File: config.mk
export PLATFORM = sky130hd
export DESIGN_NAME = loc_irq_timer
export DESIGN_NICKNAME = d
export VERILOG_FILES = /design/src/rtl/loc_timer_pkg.sv /design/src/rtl/loc_timer_regs.sv /design/src/rtl/loc_timer_prescale.sv /design/src/rtl/loc_timer_count.sv /design/src/rtl/loc_irq_timer.sv
export SDC_FILE = /design/constraint.sdc
export NUM_CORES = 1
export LEC_CHECK = 0
export ABC_AREA = 1
export BUFFER_PORTS_ARGS = -buffer_cell sky130_fd_sc_hd__buf_2
export CAP_MARGIN = 20
export CORE_ASPECT_RATIO = 0.5
export CORE_MARGIN = 2
export CORE_UTILIZATION = 50
export DETAILED_ROUTE_END_ITERATION = 12
export GPL_ROUTABILITY_DRIVEN = 0
export GPL_TIMING_DRIVEN = 0
export PLACE_DENSITY_LB_ADDON = 0.3
export SKIP_CTS_REPAIR_TIMING = 1
export SLEW_MARGIN = 25
export SYNTH_ARGS = -nofsm -noshare
export SYNTH_HDL_FRONTEND = slang
export SYNTH_HIERARCHICAL = 1
export SYNTH_SLANG_ARGS = --single-unit
File: constraint.sdc
create_clock -name clk -period 5.9 [get_ports clk]
set_input_delay 1.18 -clock clk [delete_from_list [all_inputs] [get_ports clk]]
set_output_delay 1.18 -clock clk [all_outputs]
set_load 0.05 [all_outputs]
File: src/rtl/loc_timer_pkg.sv
package loc_timer_pkg;
  localparam int SHIFT_W = 3;

  typedef enum logic [1:0] {
    SEL_ENTRY = 2'd0,
    SEL_DIV   = 2'd1,
    SEL_INIT  = 2'd2,
    SEL_CUR   = 2'd3
  } reg_sel_e;

  typedef struct packed {
    logic       periodic;
    logic       masked;
    logic [7:0] vector;
  } entry_t;

  function automatic logic [SHIFT_W-1:0] code_to_shift(input logic [2:0] code);
    return (code == 3'b111) ? SHIFT_W'(0) : SHIFT_W'(code + 3'd1);
  endfunction
endpackage

File: src/rtl/loc_timer_regs.sv
module loc_timer_regs
  import loc_timer_pkg::*;
#(
  parameter int CNT_W = 32
) (
  input  logic               clk,
  input  logic               rst_n,
  input  logic               wr_en,
  input  logic [1:0]         wr_sel,
  input  logic [31:0]        wr_data,
  output entry_t             entry,
  output logic [2:0]         div_code,
  output logic [SHIFT_W-1:0] shift,
  output logic               load,
  output logic [CNT_W-1:0]   load_val
);
  logic [2:0] code_in;

  assign code_in  = {wr_data[3], wr_data[1:0]};
  assign load     = wr_en && (wr_sel == SEL_INIT);
  assign load_val = wr_data[CNT_W-1:0];

  always_ff @(posedge clk or negedge rst_n) begin
    if (!rst_n) begin
      entry    <= '{periodic: 1'b0, masked: 1'b1, vector: 8'd0};
      div_code <= 3'd0;
      shift    <= '0;
    end else if (wr_en) begin
      if (wr_sel == SEL_ENTRY) begin
        entry <= '{periodic: wr_data[17], masked: wr_data[16], vector: wr_data[7:0]};
      end
      if (wr_sel == SEL_DIV) begin
        div_code <= code_in;
        shift    <= code_to_shift(code_in);
      end
    end
  end
endmodule

File: src/rtl/loc_timer_prescale.sv
module loc_timer_prescale
  import loc_timer_pkg::*;
(
  input  logic               clk,
  input  logic               rst_n,
  input  logic               run,
  input  logic               restart,
  input  logic [SHIFT_W-1:0] shift,
  output logic               tick
);
  localparam int PRE_W = (1 << SHIFT_W) - 1;

  logic [PRE_W-1:0] pre_q;
  logic [PRE_W:0]   span;
  logic [PRE_W-1:0] lim;

  always_comb begin
    span = ((PRE_W+1)'(1) << shift) - (PRE_W+1)'(1);
    lim  = span[PRE_W-1:0];
  end

  assign tick = run && ((pre_q & lim) == lim);

  always_ff @(posedge clk or negedge rst_n) begin
    if (!rst_n) begin
      pre_q <= '0;
    end else if (restart) begin
      pre_q <= '0;
    end else if (run) begin
      pre_q <= pre_q + PRE_W'(1);
    end
  end
endmodule

File: src/rtl/loc_timer_count.sv
module loc_timer_count
  import loc_timer_pkg::*;
#(
  parameter int CNT_W = 32
) (
  input  logic             clk,
  input  logic             rst_n,
  input  logic             tick,
  input  logic             load,
  input  logic [CNT_W-1:0] load_val,
  input  entry_t           entry,
  output logic             active,
  output logic [CNT_W-1:0] init_q,
  output logic [CNT_W-1:0] cur_count,
  output logic             irq_valid,
  output logic [7:0]       irq_vector
);
  logic [CNT_W-1:0] elapsed;
  logic             mode_act;
  logic             expire;

  assign expire    = active && tick && (elapsed == init_q);
  assign cur_count = active ? (init_q - elapsed) : '0;

  always_ff @(posedge clk or negedge rst_n) begin
    if (!rst_n) begin
      init_q     <= '0;
      elapsed    <= '0;
      active     <= 1'b0;
      mode_act   <= 1'b0;
      irq_valid  <= 1'b0;
      irq_vector <= 8'd0;
    end else begin
      irq_valid <= 1'b0;
      if (load) begin
        init_q   <= load_val;
        elapsed  <= '0;
        active   <= (load_val != '0);
        mode_act <= entry.periodic;
      end else if (expire) begin
        irq_valid  <= !entry.masked;
        irq_vector <= entry.vector;
        mode_act   <= entry.periodic;
        if (mode_act) begin
          elapsed <= '0;
        end else begin
          active <= 1'b0;
        end
      end else if (active && tick) begin
        elapsed <= elapsed + CNT_W'(1);
      end
    end
  end
endmodule

File: src/rtl/loc_irq_timer.sv
module loc_irq_timer
  import loc_timer_pkg::*;
#(
  parameter int CNT_W = 32
) (
  input  logic        clk,
  input  logic        rst_n,
  input  logic        wr_en,
  input  logic [1:0]  wr_sel,
  input  logic [31:0] wr_data,
  input  logic [1:0]  rd_sel,
  output logic [31:0] rd_data,
  output logic        irq_valid,
  output logic [7:0]  irq_vector
);
  entry_t             entry;
  logic [2:0]         div_code;
  logic [SHIFT_W-1:0] shift;
  logic               load;
  logic [CNT_W-1:0]   load_val;
  logic               tick;
  logic               active;
  logic [CNT_W-1:0]   init_q;
  logic [CNT_W-1:0]   cur_count;

  loc_timer_regs #(.CNT_W(CNT_W)) u_regs (
    .clk(clk), .rst_n(rst_n), .wr_en(wr_en), .wr_sel(wr_sel), .wr_data(wr_data),
    .entry(entry), .div_code(div_code), .shift(shift), .load(load), .load_val(load_val)
  );

  loc_timer_prescale u_pre (
    .clk(clk), .rst_n(rst_n), .run(active), .restart(load), .shift(shift), .tick(tick)
  );

  loc_timer_count #(.CNT_W(CNT_W)) u_cnt (
    .clk(clk), .rst_n(rst_n), .tick(tick), .load(load), .load_val(load_val),
    .entry(entry), .active(active), .init_q(init_q), .cur_count(cur_count),
    .irq_valid(irq_valid), .irq_vector(irq_vector)
  );

  always_comb begin
    unique case (rd_sel)
      SEL_ENTRY: rd_data = {14'd0, entry.periodic, entry.masked, 8'd0, entry.vector};
      SEL_DIV:   rd_data = {28'd0, div_code[2], 1'b0, div_code[1:0]};
      SEL_INIT:  rd_data = 32'd0;
      default:   rd_data = 32'(cur_count);
    endcase
  end
endmodule

* After elaboration in Yosys (flattened, before gate mapping)
Cells that the tools add are included.
Storage, ports and cells: register bits after elaboration 98, input bits 39, output and inout port bits 41, word-level logic and storage cells 61
Cells by class: add/sub/neg operators 5, eq/ne operators 9, shift-type cells 1, mux-type cells 16, bitwise operators 2, reduce and logical (&&, ||, !) cells 16
Operator list (count):
- 32-bit two-way mux | 5
- 32-bit one-hot mux with 3 select lines | 1
- 32-bit by 1-bit adder with 32-bit output, second input constant | 1
- 32-bit equality test | 1
- 32-bit nonzero test | 1
- 32-bit subtractor | 1
- 7-bit two-way mux | 2
- 2-bit AND reduction | 5
- 7-bit by 1-bit adder with 7-bit output, second input constant | 1
- 7-bit AND | 1
- 7-bit equality test | 1
- 1-bit two-way mux | 7
- 1-bit by 3-bit << shifter with 7-bit output, first input constant | 1
- 7-bit by 2-bit subtractor with 7-bit output, second input constant | 1
- 2-bit by 1-bit equality test with 1-bit output, second input constant | 2
- 2-bit equality test, second input constant | 2
- 1-bit logical AND | 4
- 2-bit logical NOT | 2
- 2-bit nonzero test | 2
- 3-bit by 1-bit adder with 3-bit output, second input constant | 1
- 3-bit equality test, second input constant | 1
- 3-bit two-way mux | 1
- 3-bit by 2-bit inequality test with 1-bit output, second input constant | 1
- 3-bit nonzero test | 1
- 3 further kinds | 3

* Logic depth before layout (Yosys ltp)
Gate-level depths: netlist of the first run.
depth in word-level cells 9, depth in mapped cells 18, gate-level depth less buffers 16

* By module
Netlist of the first run, hierarchy kept.
By module, submodules not included:
- loc_timer_count | times used 1, cells an instance 1128, area each 6632.6 µm², seq. area each 1876.8 µm²
- loc_timer_regs | times used 1, cells an instance 110, area each 955.9 µm², seq. area each 401.6 µm²
- loc_timer_prescale | times used 1, cells an instance 63, area each 446.7 µm², seq. area each 175.2 µm²
- loc_irq_timer | times used 1, cells an instance 85, area each 441.7 µm², seq. area each 0.0 µm²

* Least setup slack after synthesis of the first run
Ideal clock, no wire load.
kind reg-to-output, start point register u_cnt.elapsed[0], end point output port rd_data[30], data arrival time 2.342 ns, data required time 4.720 ns, setup slack 2.378 ns, stages on the path, launching flop included 14, cells stage by stage dfrtp_1 ha_1 fa_1 inv_1 nand2_1 nand3_1 nand2_1 nand2_1 nand2_1 nand3_1 nand2_1 nor2_1 inv_1 nor2_1
On the way: cells in the longest elaborated chain, start to end 3
Ends and longest elaborated chain:
- start, declared | RTL line loc_timer_count.sv:18 | logic [CNT_W-1:0] elapsed;
- start signal, assigned | RTL line loc_timer_count.sv:50 | elapsed <= elapsed + CNT_W'(1);
- 32-bit subtractor | RTL line loc_timer_count.sv:23 | assign cur_count = active ? (init_q - elapsed) : '0;
- 32-bit two-way mux | RTL line loc_timer_count.sv:23
- named net cur_count[30] | RTL line loc_irq_timer.sv:24 | logic [CNT_W-1:0] cur_count;
- 32-bit one-hot mux with 3 select lines | RTL line loc_irq_timer.sv:42 | unique case (rd_sel)
- end, declared | RTL line loc_irq_timer.sv:12 | output logic [31:0] rd_data,
The timed path passes the listed nets, and every way through them passes these cells.

* Final worst setup path of the first run
start point register u_cnt.elapsed[7], end point output port rd_data[17]
Same word-level chain as after synthesis.

==> results of run 1 <==
worst min-delay path: cells and delay by family (launching register included):
kind / cells / cell delay, ns
flops: 1 / 0.34
simple gates: 2 / 0.10
layout make-up:
type | count | area, sq um
Fill cell | 1647 | 7120
Sequential cell | 98 | 2450
Buffer | 65 | 439
Tap cell | 227 | 284
Inverter | 199 | 747
Multi-Input combinational cell | 1024 | 4840
Timing Repair Buffer | 55 | 304
Clock inverter | 7 | 60.1
Clock buffer | 9 | 225
worst paths after layout:
| check | from | endpoint | slack, ns | depth (start not counted) |
|---|---|---|---|---|
| max reg2reg | u_cnt/elapsed[26]$_DFFE_PN0P_ | u_cnt/irq_vector[7]$_DFFE_PN0P_ | 2.83 | 11 |
| min in group asynchronous | rst_n | u_regs/entry[2]$_DFFE_PN0P_ | 0.75 | 1 |
| min | u_regs/div_code[1]$_DFFE_PN0P_ | u_regs/div_code[1]$_DFFE_PN0P_ | 0.47 | 2 |
| max in group asynchronous | rst_n | u_regs/entry[8]$_DFFE_PN1P_ | 4.49 | 2 |
| min reg2reg | u_regs/div_code[1]$_DFFE_PN0P_ | u_regs/div_code[1]$_DFFE_PN0P_ | 0.47 | 2 |
| max | u_cnt/elapsed[7]$_DFFE_PN0P_ | rd_data[17] | 1.70 | 12 |
where the power goes:
group / leakage [uW] / switching [uW] / internal, uW / total (uW)
sequential: 0.00128 / 83.5 / 752 / 836
combinational: 0.00373 / 762 / 353 / 1110
clock: 0.000136 / 286 / 294 / 580
Yosys cell counts:
| library cell | n | area (sq um) |
|---|---|---|
| o211ai_1 | 1 | 7.51 |
| buf_4 | 38 | 285 |
| nand3_1 | 125 | 626 |
| xor2_1 | 15 | 131 |
| fa_1 | 1 | 20.0 |
| o21ai_0 | 22 | 110 |
| buf_6 | 6 | 67.6 |
| clkinv_1 | 1 | 3.75 |
| nor3b_1 | 2 | 15.0 |
| nand2_1 | 533 | 2000 |
| inv_1 | 194 | 728 |
| o21ai_4 | 1 | 16.3 |
| clkbuf_2 | 1 | 5.00 |
| and2_1 | 5 | 31.3 |
| clkbuf_1 | 8 | 30.0 |
| nor2_4 | 7 | 78.8 |
| buf_2 | 5 | 25.0 |
| a21oi_1 | 48 | 240 |
| dfrtp_1 | 97 | 2430 |
| buf_1 | 7 | 26.3 |
| inv_2 | 4 | 15.0 |
| o21ai_2 | 1 | 8.76 |
| nor2_1 | 137 | 514 |
| and3_1 | 2 | 12.5 |
| nand2_4 | 2 | 22.5 |
| ha_1 | 36 | 450 |
| nor3_1 | 14 | 70.1 |
| nor2_2 | 25 | 156 |
| a21o_1 | 1 | 7.51 |
| nand3_2 | 2 | 20.0 |
| dfstp_2 | 1 | 26.3 |
| nor4_1 | 8 | 50.1 |
| xnor2_1 | 4 | 35.0 |
| o21bai_1 | 4 | 30.0 |
| nand2_2 | 7 | 43.8 |
| nand4_1 | 17 | 106 |
| nand3_4 | 1 | 17.5 |
| o21ai_1 | 3 | 15.0 |
per-layer routing:
layer | share of wire [%] | wire length, microns | track usage [%]
met1 | 47 | 11700 | 40.5
met2 | 39 | 9880 | 41.3
met3 | 13 | 3210 | 10.1
met4 | 1.2 | 297 | 5.77
met5 | 0 | 0 | 0
metrics by stage:
step / setup slack [ns] / total power, uW
floorplan: 2.38 / 1650
global placement: 2.23 / 1910
detailed placement: 2.21 / 1930
CTS: 1.80 / 2520
global route: 1.44 / 2720
finish: 1.70 / 2530
registers in the layout, summed over array words and instances, names as in the netlist:
name              flops
u_cnt/elapsed        32
u_cnt/irq_valid       1
u_pre/pre_q           7
u_cnt/active          1
u_regs/entry         10
u_regs/shift          3
u_cnt/init_q         32
u_cnt/irq_vector      8
u_cnt/mode_act        1
u_regs/div_code       3
logic make-up (layout without fill, tap and decap cells):
group           count (synthesis)  after routing  synth area share [%]
compound gates                 81             81                  5.14
xor+xnor                       19             19                  1.96
fa+ha+maj                      37             37                  5.55
buf+inv                       264            335                  14.0
flops                          98             98                  28.9
simple gates                  887            887                  44.4
==> results.toml, run 1 <==
[floorplanning]
floorplan.die_area_sq_um = 18100
rows = 33
io_pins = 80
core-area_sq_um = 16500
chipHeight_microns = 96.1
start_util_pct = 51.5
die_x_microns = 188

[cells_and_area]
finish.net_count = 1528
final_cell_count_no_fill = 1684
final_cell_mix = "533 x nand2_1, 194 x inv_1, 137 x nor2_1"
design_area_sq_um = 9350
fin_util_pct = 56.8
area_growth_pct = 10.3
most_common_cell_after_layout_fill_and_taps_aside = "nand2_1"
antenna-diode-count = 0
post_route_cells_drive_above_1_share_pct = 11.8

[clocking]
h-tree-depth = 3
worstSkewPairLatency_ns = 0.36
clk_pin_slew_ns = 0.08
cts_max_path_buffers = 2
numCtsBuffers = 9
cts_num_sinks = 98
clock_tree_from_tritoncts = "done"
cts_root_buffer = "clkbuf_16"

[sta]
grt_setup_unrepaired = "false"
report.final.setup_viol = 0
worst_case_hold_slack_ns = 0.474
fmax_mhz = 238
worst_slew_pin_slew_ns = 0.811
max_slew_margin_pct = 45.5
timing_max_transition_violations_final = 0
final.period_utilization_pct = 71.1
time_the_final_worst_path_needs_with_i_o_delays_and_setup_ns = 4.20
hold_viol = 0
finalSetupTns_ns = 0
fin_skew_ns = 0.0167

[grt]
grt_antenna_before_repair = 0
tot_gr_track_use_pct = 28.4
grt_first_pass_wirelength_mm = 39.7
via_count_of_the_first_global_routing_pass = 7722
pin_count_of_the_biggest_net_entering_global_routing = 52
total_congestion_overflow_after_global_routing = 0

[worst_setup_path]
cp_data_arrival_time_ns = 3.02
worst-path-max-fanout = 6
critPathRequiredTime_ns = 4.72
timing.critical_path.slowest_stage_cell = "dfrtp_1"
critPathMaxStageDelay_ns = 0.44
critical-path-top-delay-family = "simple AND/OR/NAND/NOR gates"
cp_common_cell = "nand3_1"
worst_setup_path_start_kind = "flip-flop"
timing.setup.critical_path_class = "flip-flop to primary output"
crit_path_end_kind = "primary output"
crit_chain = "inv_1 > ha_1 > nand2_1 > inv_1 > a21oi_1 > nand3_1 > nand3_1 > a21oi_1 > nor2_1 > nand3_1 > nand2_1 > buf_2"
timing.critical_path.buf_inv = 3

[placed_design]
placed_cell_area_sq_um = 9060
dp_hpwl_mm = 20.4
placed_insts = 1668
io_buffer_count = 54

[power_and_ir_drop]
power.leakage_uw = 0.00515
power.density_cell_area_nw_per_um2 = 271
peakVddDrop_mv = 0.164

[drt]
routed_wirelength_mm = 25.1
post_drt_wl_per_cell_microns = 14.9
detailedRoute.firstIterationViolations = 894
route.vias.total = 8826
detailedRoute.firstPassIterationCount = 5
ant_nets = 0
detail_route.drc_violations = 0
via_count_normalized_by_instance_count = 5.24

[logic_synthesis]
cell_area_after_synthesis_sq_um = 8480
ys_types = 38
share_of_the_yosys_chip_area_belonging_to_registers_pct = 28.9
post_synth_inst_count = 1386
synthesis.yosys.warnings = 6
postSynthRegisterBits = 98
avgSynthCellArea_sq_um = 6.12
syn-num-nets = 1462

[worst_hold_path]
hp-class = "flip-flop to flip-flop"

[outcome]
outcome = "finished, final reports clean"

[job]
maxCapViolations = 0
Power figures use the tool's default switching activity.
==> run 2, diff against run 1 <==
clock period = 3.7 ns   (was 5.9 ns; I/O delays follow)
==> run 2 against run 1 <==
Global-route usage unchanged. Die area unchanged. Via count up 0.19%. Sequential power up 59%. First-iteration DRC count up 5.7%. Combinational power up 63%. Design area up 1.0%. Worst hold slack worse by 0.17 ns. Largest power group unchanged.
==> results.toml, run 2 (synthesis gave the netlist of run 1 again) <==
[outcome]
outcome = "finished, final reports clean"

[cells_and_area]
fillerInstances = 1641
final_cell_mix = "528 x nand2_1, 194 x inv_1, 134 x nor2_1"
area_growth_pct = 11.4
antenna-diode-count = 0
finish.net_count = 1528
multi_input_area_sq_um = 4900
biggestRegsByFlops = "u_cnt/elapsed x32, u_cnt/init_q x32, u_regs/entry x10"
post_route_cells_drive_above_1_share_pct = 13.2
most_common_cell_after_layout_fill_and_taps_aside = "nand2_1"
area_used_by_sequential_logic_in_the_layout_sq_um = 2460

[grt]
grt_antenna_before_repair = 0
via_count_of_the_first_global_routing_pass = 7722
pin_count_of_the_biggest_net_entering_global_routing = 52
tot_gr_track_use_pct = 28.4
total_congestion_overflow_after_global_routing = 0
grt_first_pass_wirelength_mm = 39.7

[power_and_ir_drop]
power.net_switching_uw = 1830
power.density_cell_area_nw_per_um2 = 432
p_int_uw = 2250
peakVddDrop_mv = 0.262
power.switching_fraction_pct = 44.8
combinationalPowerShare_pct = 44.5
seq_power_share_pct = 32.7
power.clock.fraction_pct = 22.8
power.leakage_uw = 0.00515
fin_total_pwr_uw = 4080

[drt]
detailedRoute.firstPassIterationCount = 5
via_count_normalized_by_instance_count = 5.25
detailedRoute.firstIterationViolations = 945
post_drt_wl_per_cell_microns = 15.0
detail_route.drc_violations = 0
route.vias.total = 8843
ant_nets = 0
routed_wirelength_mm = 25.2

[sta]
timing_max_transition_violations_final = 0
max_slew_margin_pct = 45.4
fmax_mhz = 284
hold_viol = 0
time_the_final_worst_path_needs_with_i_o_delays_and_setup_ns = 3.52
finalSetupTns_ns = 0
worst_case_hold_slack_ns = 0.307
grt_setup_unrepaired = "false"
worst_slew_pin_slew_ns = 0.813
final.period_utilization_pct = 95.2
fin_skew_ns = 0.0156
report.final.setup_viol = 0

[worst_setup_path]
timing.setup.critical_path_class = "flip-flop to primary output"
worst_setup_path_startpoint = "u_cnt/elapsed[26]$_DFFE_PN0P_"
r2r-start = "u_cnt/elapsed[26]$_DFFE_PN0P_"
critPathRequiredTime_ns = 2.96
worst-path-max-fanout = 6
worst_setup_path_start_kind = "flip-flop"
crit_path_end_kind = "primary output"
cp_data_arrival_time_ns = 2.78

[clocking]
clk_pin_slew_ns = 0.07
numCtsBuffers = 9
cts_max_path_buffers = 2
clock_tree_from_tritoncts = "done"
cts_num_sinks = 98
cts_root_buffer = "clkbuf_16"
h-tree-depth = 3
worstSkewPairLatency_ns = 0.36

[floorplanning]
core-area_sq_um = 16500
chipHeight_microns = 96.1
floorplan.die_area_sq_um = 18100
start_util_pct = 51.5
rows = 33
io_pins = 80
die_x_microns = 188

[placed_design]
dp_hpwl_mm = 20.4
io_buffer_count = 54

[job]
maxCapViolations = 0

[worst_hold_path]
hp-class = "input port to async pin"
==> run 2: cell count changes in the layout (fill, tap and decap cells not counted), moves of 5 or more <==
cell	delta
nand2_1	-5
clkbuf_4	+9
nand2_2	+5
buf_2	-9
==> run 2: worst max-delay path, cell delays in order (launching register included) <==
cell,delay [ns]
dfrtp_1,0.47
inv_1,0.16
ha_1,0.41
nand2_1,0.11
nor2_1,0.16
inv_1,0.09
nor3_2,0.21
and2_1,0.16
nand2_1,0.08
nand3_1,0.08
nand2_1,0.05
nor2_1,0.10
inv_1,0.05
nor2_2,0.09
clkbuf_4,0.22
==> run 2: metal layers <==
| layer | track usage (%) | routed length [microns] |
|---|---|---|
| met5 | 0 | 0 |
| met4 | 5.77 | 316 |
| met3 | 10.1 | 3330 |
| met2 | 41.3 | 10100 |
| met1 | 40.5 | 11500 |
==> run 2: final cells by class <==
cell class                      instances  area share [%]
Clock inverter                          7           0.636
Buffer                                 65            4.70
Timing Repair Buffer                   55            3.47
Multi-Input combinational cell       1024            51.9
Inverter                              199            7.91
Sequential cell                        98            26.0
Clock buffer                            9            2.38
Tap cell                              227            3.01
==> run 2: worst paths after layout <==
kind,endpoint,slack (ns),cells past startpoint
max,rd_data[31],0.18,14
min,u_regs/entry[2]$_DFFE_PN0P_,0.31,1
max reg2reg,u_cnt/irq_vector[7]$_DFFE_PN0P_,0.64,11
min reg2reg,u_regs/div_code[1]$_DFFE_PN0P_,0.47,2
max in group asynchronous,u_regs/entry[8]$_DFFE_PN1P_,2.73,2
min in group clk,u_regs/div_code[1]$_DFFE_PN0P_,0.47,2
==> run 2: power groups by stage <==
stage | logic, uW | clock network, uW | registers [uW]
after CTS | 1740 | 945 | 1330
after floorplan | 1330 | 0 | 1300
after global placement | 1700 | 0 | 1350
after detailed placement | 1730 | 0 | 1350
after global routing | 2030 | 994 | 1350
final | 1810 | 928 | 1330
==> run 2: per-stage QoR <==
step | utilization [%] | setup WS [ns] | area [sq um] | std cells
finish | 57.3 | 0.177 | 9450 | 1684
global route | 57.3 | 0.00690 | 9450 | 1684
CTS | 56.8 | 0.0378 | 9350 | 1684
detailed placement | 55.0 | 0.446 | 9060 | 1668
global placement | 54.8 | 0.468 | 9030 | 1667
floorplan | - | 0.618 | 8480 | 1386
==> run 3, diff against run 2 <==
CORE_MARGIN = default   (was 2)
clock period = 4.49 ns   (was 3.7 ns; I/O delays follow)
==> run 3 against run 2 <==
Utilization down 0.43 points. Non-clock buffer count unchanged. Clock-buffer cell count up 1. Worst hold slack better by 0.088 ns. Sequential share of layout area up 0.14 points. Register-to-register slack better by 0.79 ns. Global-route usage up 2.1 points.
==> results.toml, run 3 (synthesis gave the netlist of run 1 again) <==
[clocking]
cts_num_sinks = 98
cts_root_buffer = "clkbuf_16"
worstSkewPairLatency_ns = 0.36
h-tree-depth = 3
clk_pin_slew_ns = 0.07
numCtsBuffers = 9
cts_max_path_buffers = 2
clock_tree_from_tritoncts = "done"

[drt]
via_count_normalized_by_instance_count = 5.27
post_drt_wl_per_cell_microns = 15.1
ant_nets = 0
route.vias.total = 8872
detail_route.drc_violations = 0
routed_wirelength_mm = 25.4
detailedRoute.firstPassIterationCount = 6
detailedRoute.firstIterationViolations = 811

[sta]
final.period_utilization_pct = 86.9
hold_viol = 0
report.final.setup_viol = 0
fmax_mhz = 256
time_the_final_worst_path_needs_with_i_o_delays_and_setup_ns = 3.90
worst_slew_pin_slew_ns = 0.890
finalSetupTns_ns = 0
grt_setup_unrepaired = "false"
final.setup.worst_slack_ns = 0.587
max_slew_margin_pct = 40.2
fin_skew_ns = 0.0114
timing_max_transition_violations_final = 0

[grt]
via_count_of_the_first_global_routing_pass = 7908
tot_gr_track_use_pct = 30.5
grt_antenna_before_repair = 0
grt_first_pass_wirelength_mm = 40.4
pin_count_of_the_biggest_net_entering_global_routing = 76
total_congestion_overflow_after_global_routing = 0

[cells_and_area]
finish.net_count = 1528
post_route_cells_drive_above_1_share_pct = 11.8
biggestRegsByFlops = "u_cnt/elapsed x32, u_cnt/init_q x32, u_regs/entry x10"
final_cell_count_no_fill = 1684
fillerInstances = 1639
antenna-diode-count = 0
most_common_cell_after_layout_fill_and_taps_aside = "nand2_1"
fin_util_pct = 56.9
final_cell_mix = "533 x nand2_1, 194 x inv_1, 137 x nor2_1"
area_growth_pct = 10.6

[placed_design]
dp_hpwl_mm = 20.5
dp_worst_setup_slack_ns = 1.09
placed_insts = 1668
io_buffer_count = 54

[floorplanning]
rows = 33
io_pins = 80
floorplan.die_area_sq_um = 17500
core-area_sq_um = 16500
start_util_pct = 51.5
chipHeight_microns = 94.1
die_x_microns = 186

[worst_setup_path]
critical-path-top-delay-family = "simple AND/OR/NAND/NOR gates"
worst_setup_path_startpoint = "u_cnt/elapsed[0]$_DFFE_PN0P_"
cp-endpoint = "rd_data[16]"
critPathMaxStageDelay_ns = 0.50
cp_common_cell = "nand2_1"
r2r_setup_slack_ns = 1.43
timing.critical_path.slowest_stage_cell = "dfrtp_1"
r2r-start = "u_cnt/elapsed[26]$_DFFE_PN0P_"
reg2reg_depth = 11
timing.critical_path.depth = 14
crit_path_end_kind = "primary output"
worst-path-max-fanout = 8
crit_chain = "ha_1 > fa_1 > inv_1 > nand3_1 > nand3_1 > nand2_1 > nand2_1 > a21oi_1 > nand2_1 > nand2_1 > nor2_1 > nand3_1 > nand2_1 > buf_2"
critPathRequiredTime_ns = 3.59
cp_data_arrival_time_ns = 3.01
worst_setup_path_start_kind = "flip-flop"
timing.critical_path.buf_inv = 2
rr_endpoint = "u_cnt/irq_vector[6]$_DFFE_PN0P_"
timing.setup.critical_path_class = "flip-flop to primary output"

[power_and_ir_drop]
peakVddDrop_mv = 0.202
power.density_cell_area_nw_per_um2 = 360
power.leakage_uw = 0.00517
fin_total_pwr_uw = 3380

[outcome]
outcome = "finished, final reports clean"

[worst_hold_path]
hp-class = "input port to async pin"

[job]
maxCapViolations = 0
[run 3: final cells by class]
cell class                 instances  area [sq um]  area share [%]
clock buffer                      10           239            2.55
multi-input combinational       1024          4840            51.6
tap                              227           284            3.03
buffer                            65           439            4.68
inverter                         199           747            7.97
sequential                        98          2450            26.2
clock inverter                     6          71.3           0.761
timing repair buffer              55           304            3.24
[run 3: worst min-delay path by stage]
stage | start | endpoint | cells after the start
after floorplan | u_regs/div_code[0]$_DFFE_PN0P_ | u_regs/div_code[0]$_DFFE_PN0P_ | 2
after global placement | u_cnt/irq_vector[7]$_DFFE_PN0P_ | u_cnt/irq_vector[7]$_DFFE_PN0P_ | 2
after detailed placement | u_cnt/irq_vector[2]$_DFFE_PN0P_ | u_cnt/irq_vector[2]$_DFFE_PN0P_ | 2
after CTS | rst_n | u_cnt/elapsed[28]$_DFFE_PN0P_ | 1
after global routing | rst_n | u_cnt/elapsed[28]$_DFFE_PN0P_ | 1
final | rst_n | u_cnt/elapsed[29]$_DFFE_PN0P_ | 1
[run 3: through the flow]
step / area (sq um) / hold slack, ns
final: 9380 / 0.395
after global routing: 9380 / 0.404
after CTS: 9380 / 0.392
after detailed placement: 9060 / 0.462
after global placement: 9030 / 0.454
after floorplan: 8480 / 0.443
[run 3: power by group]
group,internal (uW),total (uW),switching [uW]
Clock,454,808,354
Sequential,989,1100,114
Combinational,462,1470,1000
[run 3: per-layer routing]
layer  wire length, microns  share of wire [%]  GRT usage [%]  vias up
met1                  11500                 45           43.8     4009
li1                       -                  -              -     4381
met2                  10200                 40           43.9      453
met3                   3320                 13           9.69       29
met5                      0                  0              0        -
met4                    333                1.3           7.17        0
